===== config.mk =====
export PLATFORM = sky130hd
export DESIGN_NAME = ovf_timebase
export DESIGN_NICKNAME = d
export VERILOG_FILES = /design/src/rtl/tbase_pkg.sv /design/src/rtl/tbase_ctrl.sv /design/src/rtl/tbase_dpath.sv /design/src/rtl/ovf_timebase.sv
export SDC_FILE = /design/constraint.sdc
export NUM_CORES = 1
export LEC_CHECK = 0
export BUFFER_PORTS_ARGS = -buffer_cell sky130_fd_sc_hd__clkbuf_2
export CORE_UTILIZATION = 44
export DETAILED_ROUTE_END_ITERATION = 8
export HOLD_SLACK_MARGIN = 0.02
export SYNTH_ARGS = -nofsm -noshare
export SYNTH_HDL_FRONTEND = slang
export SYNTH_HIERARCHICAL = 1
export SYNTH_SLANG_ARGS = --single-unit

===== constraint.sdc =====
create_clock -name clk -period 3.46 [get_ports clk]
set_input_delay 0.692 -clock clk [delete_from_list [all_inputs] [get_ports clk]]
set_output_delay 0.692 -clock clk [all_outputs]
set_load 0.01 [all_outputs]

===== src/rtl/tbase_pkg.sv =====
package tbase_pkg;

  // Strobes sent from control to datapath
  typedef struct packed {
    logic advance;   // counter steps at this edge
  } tbCmd_t;

  // Events returned from datapath to control
  typedef struct packed {
    logic wrapNow;   // counter at terminal value and advancing
  } tbEvt_t;

endpackage


===== src/rtl/tbase_ctrl.sv =====
module tbase_ctrl
  import tbase_pkg::*;
(
  input  logic   clk,
  input  logic   rstN,
  input  logic   periodSel,
  input  logic   irqEn,
  input  logic   statusRd,
  input  tbEvt_t evt,
  output tbCmd_t cmd,
  output logic   ovfFlag,
  output logic   irqReq
);

  logic phase;
  logic flagQ;

  // Phase toggles every cycle from reset; half-rate mode advances on phase=1
  always_ff @(posedge clk) begin
    if (!rstN) phase <= 1'b0;
    else       phase <= ~phase;
  end

  always_comb begin
    cmd.advance = periodSel ? phase : 1'b1;
  end

  // Set has priority over the read-clear so a colliding event is kept
  always_ff @(posedge clk) begin
    if (!rstN)            flagQ <= 1'b0;
    else if (evt.wrapNow) flagQ <= 1'b1;
    else if (statusRd)    flagQ <= 1'b0;
  end

  assign ovfFlag = flagQ;
  assign irqReq  = flagQ & irqEn;

  // in half-rate mode two consecutive advances never occur
  a_r4_half_rate: assert property (@(posedge clk) disable iff (!rstN)
    (periodSel && cmd.advance) |=> !(periodSel && cmd.advance));

  // a wrap always leaves the flag set
  a_r6_flag_set: assert property (@(posedge clk) disable iff (!rstN)
    evt.wrapNow |=> ovfFlag);

  // a read with no overflow clears the flag
  a_r8_read_clears: assert property (@(posedge clk) disable iff (!rstN)
    (statusRd && !evt.wrapNow) |=> !ovfFlag);

  // collision of read and overflow keeps the flag
  a_r9_no_loss: assert property (@(posedge clk) disable iff (!rstN)
    (statusRd && evt.wrapNow) |=> ovfFlag);

  // the flag only rises because of a wrap
  a_r6_rise_cause: assert property (@(posedge clk) disable iff (!rstN)
    $rose(ovfFlag) |-> $past(evt.wrapNow));

endmodule


===== src/rtl/tbase_dpath.sv =====
module tbase_dpath
  import tbase_pkg::*;
#(
  parameter int CNT_W = 13,
  parameter logic [CNT_W-1:0] WRAP_VAL = 13'h1F39
)(
  input  logic   clk,
  input  logic   rstN,
  input  tbCmd_t cmd,
  output tbEvt_t evt,
  output logic   tickPulse
);

  localparam logic [CNT_W-1:0] ONE = CNT_W'(1);

  logic [CNT_W-1:0] cnt;
  logic             tickQ;

  always_comb begin
    evt.wrapNow = cmd.advance && (cnt == WRAP_VAL);
  end

  always_ff @(posedge clk) begin
    if (!rstN) begin
      cnt   <= '0;
      tickQ <= 1'b0;
    end else begin
      tickQ <= evt.wrapNow;
      if (cmd.advance) begin
        if (evt.wrapNow) cnt <= '0;
        else             cnt <= cnt + ONE;
      end
    end
  end

  assign tickPulse = tickQ;

  // the count never passes the terminal value
  a_r3_bounded: assert property (@(posedge clk) disable iff (!rstN)
    cnt <= WRAP_VAL);

  // no advance means the count holds
  a_r3_hold: assert property (@(posedge clk) disable iff (!rstN)
    !cmd.advance |=> $stable(cnt));

  // the tick is never longer than one cycle
  a_r5_single_tick: assert property (@(posedge clk) disable iff (!rstN)
    tickPulse |=> !tickPulse);

endmodule


===== src/rtl/ovf_timebase.sv =====
module ovf_timebase
  import tbase_pkg::*;
#(
  parameter int CNT_W = 13,
  parameter logic [CNT_W-1:0] WRAP_VAL = 13'h1F39
)(
  input  logic clk,
  input  logic rstN,
  input  logic periodSel,
  input  logic irqEn,
  input  logic statusRd,
  output logic ovfFlag,
  output logic irqReq,
  output logic tickPulse
);

  tbCmd_t cmd;
  tbEvt_t evt;

  tbase_ctrl u_ctrl (
    .clk       (clk),
    .rstN      (rstN),
    .periodSel (periodSel),
    .irqEn     (irqEn),
    .statusRd  (statusRd),
    .evt       (evt),
    .cmd       (cmd),
    .ovfFlag   (ovfFlag),
    .irqReq    (irqReq)
  );

  tbase_dpath #(
    .CNT_W    (CNT_W),
    .WRAP_VAL (WRAP_VAL)
  ) u_dpath (
    .clk       (clk),
    .rstN      (rstN),
    .cmd       (cmd),
    .evt       (evt),
    .tickPulse (tickPulse)
  );

  // flag is up whenever the tick is seen
  a_r6_tick_flag: assert property (@(posedge clk) disable iff (!rstN)
    tickPulse |-> ovfFlag);

  // outputs quiet in the first cycle after reset release
  a_r1_reset_quiet: assert property (@(posedge clk)
    !rstN |=> (!ovfFlag && !tickPulse));

endmodule


==> parameters.txt <==
Parameter                              Value

CTS
  CTS Buffer Depth    2
  Clock tree from TritonCTS    done
  Post-CTS sizing    0
  Source-to-sink clock delay at the later pin of the worst-skew pair    280 ps
  Hold-fix buffers, CTS    0
  Clk slew on worst S/H paths    90 ps
  Number of post-CTS setup repair buffers    0
  Total CTS buffers    3
  H-tree depth reported by CTS    1
  Clock net sink count    16
  Root Buffer Master    clkbuf_4

STA
  Skew final    2.24 ps
  Number of hold-slack violations in the final timing report    0
  Relative slew slack    80.2%
  Share of the cycle needed by the critical path after routing    52.1%
  Setup violation total in the final timing report    0
  Final Slew Violations    0
  Final Critical Period    1800 ps
  Transition time at the pin with the least slew margin    294 ps
  Post-route setup TNS    0 ps
  RSZ-0062 raised after global routing    false
  Peak Freq    555 MHz

Logic synthesis
  Number of flops mapped to enable cells by yosys    0
  Top cells by area, synth    dfxtp_1 44%, xnor2_1 9.5%, nor2_1 7.7%
  Cell variety after synth    23
  Summed instance area of the synthesized netlist    734 um^2
  Synth Warn #    6
  Commonest cells post-synth    16 x dfxtp_1, 15 x nor2_1, 8 x xnor2_1, 5 x nand2_1, 5 x nand4_1
  Cell taking the most area after synthesis    dfxtp_1
  Dominant cell by count in the synthesized netlist    dfxtp_1
  Top_reg_cell synth    dfxtp_1
  Average size of a mapped cell    9.18 um^2
  Area share of the largest cell type after synthesis    43.6%
  Sequential share of the synthesized area    43.6%
  Synthesis-stage register bit count    16
  Mapped Cells    80
  Synth Net Count    87
  Fraction of registers with async set or reset after synthesis    0%

GRT
  Via count of the first global-routing pass    461
  Overall global routing resource usage    14.8%
  Antenna violations before repair    0
  Overflow after GRT    0
  Pin count of the biggest net entering global routing    12
  Wire length of the first global-routing pass    2.01 mm

Layout
  Fraction of layout cells with a size suffix above 1    16.9%
  Count of filler cells inserted in the layout    145
  Core utilization of the finished layout    52.7%
  Area growth from synthesis to layout    9.37%
  Antenna cell count    0
  Count of nets after finishing    97
  Non-filler cells in the finished layout    105
  Final design instance area without fill    803 um^2

Routing
  DR vias    519
  Count of routing violations after the opening detailed-route iteration    7
  Final ANT Viol Nets    0
  Remaining routing DRC violations    0
  Detail-routed via count per cell    4.94
  Routed wire length    1.11 mm
  Pre-antenna DRT Iters    4
  WL per Instance    10.6 um

Placed design
  Placed wire-length estimate after detailed placement    812 um
  Number of placed cells counting well taps    101
  Number of port buffers    7
  Gpl congestion    0.749
  Placed inst area    767 um^2

Die
  Overall die height    42.9 um
  Num rows    14
  Core region area    1520 um^2
  Initial cell density of the core    48.2%
  Horizontal extent of the die    42.9 um
  I/O pins    8
  Total Die Area    1840 um^2

Outcome
  Result of the run    completed

Power
  Standby leakage power    0.289 nW
  Max IR drop VDD    271 uV
  Total power per unit cell area    408 nW/um^2
  Overall power after layout    0.328 mW

Critical path
  CP max FO    11
  Startpoint kind of the worst setup timing path    input port
  WP data arrival    1980 ps
  CP endpoint kind    register
  Worst Setup Path Type    in2reg
  Slack of the worst reg-to-reg path    1760 ps
  Critical path required time    3640 ps

Worst hold path
  Class of the most critical hold timing path    reg2reg

Flow run
  Max-cap violations    0
flip-flops by register name, indices dropped and copies added (netlist names):
| name | cells |
|---|---|
| u_ctrl/ovfFlag | 1 |
| u_ctrl/phase | 1 |
| u_dpath/cnt | 13 |
| u_dpath/tickPulse | 1 |
final cells by class:
cell class                      instances  area (um^2)  area share (%)
Inverter                                2         7.51           0.935
Clock buffer                            4         36.3            4.52
Tap cell                               16         20.0            2.49
Timing Repair Buffer                    7         35.0            4.36
Multi-Input combinational cell         60          384            47.8
Sequential cell                        16          320            39.9
worst max-delay path, stage by stage:
cell and delay, ps:
clkbuf_2 80, nand2b_1 230, nand4bb_1 140, or4_4 560, nand2_2 210, nor2_1 70
kinds of logic (layout without fill, tap and decap cells):
logic type,after synthesis,count (layout),share of synthesized area [%]
AOI/OAI and AO/OA,3,3,3.07
xor gates and xnor gates,11,11,13.1
adders and majority gates,2,2,3.41
buffers and inverters,4,13,4.09
DFF,16,16,43.6
and+or+nand+nor,44,44,32.7
cell usage in the layout, fill, tap and decap left out:
master	n
dfxtp_1	16
nor2_1	15
xnor2_1	8
clkbuf_2	7
nand4_1	5
nand2_1	5
nand2b_1	4
clkbuf_4	3
nor3_1	3
xor2_1	3
nand3_1	2
inv_1	2
nand3b_1	2
a21boi_0	2
ha_1	2
clkbuf_8	1
and2_2	1
nor2b_4	1
o21a_1	1
nor2b_1	1
nand4bb_1	1
or4_4	1
nand2_2	1
nor4_1	1
and2_1	1
final timing paths:
kind,endpoint,from,cells after the start
worst max register to register,u_dpath/cnt[2]$_SDFFE_PN0P_,u_ctrl/phase$_SDFF_PN0_,5
worst min register to register,u_ctrl/phase$_SDFF_PN0_,u_ctrl/phase$_SDFF_PN0_,1
worst min-delay path,u_ctrl/phase$_SDFF_PN0_,u_ctrl/phase$_SDFF_PN0_,1
worst max-delay path,u_dpath/cnt[2]$_SDFFE_PN0P_,periodSel,6
metal layers:
layer	global-route usage, %	wire, um	vias to the layer above
met3	7.66	66	0
met1	21.7	589	225
met2	18.8	454	9
li1	-	-	285
met5	0	0	-
met4	3.75	0	0
report_power, final:
group          internal, mW  switching (mW)
Clock                0.0641          0.0562
Sequential            0.188         0.00364
Combinational       0.00781         0.00882
Total                 0.259          0.0686
through the flow:
stage,worst slack [ps],hold WS [ps]
floorplan,1590,383
global placement,1380,393
detailed placement,1350,400
CTS,1660,415
global route,1550,420
finish,1660,418
Power figures use the tool's default switching activity.
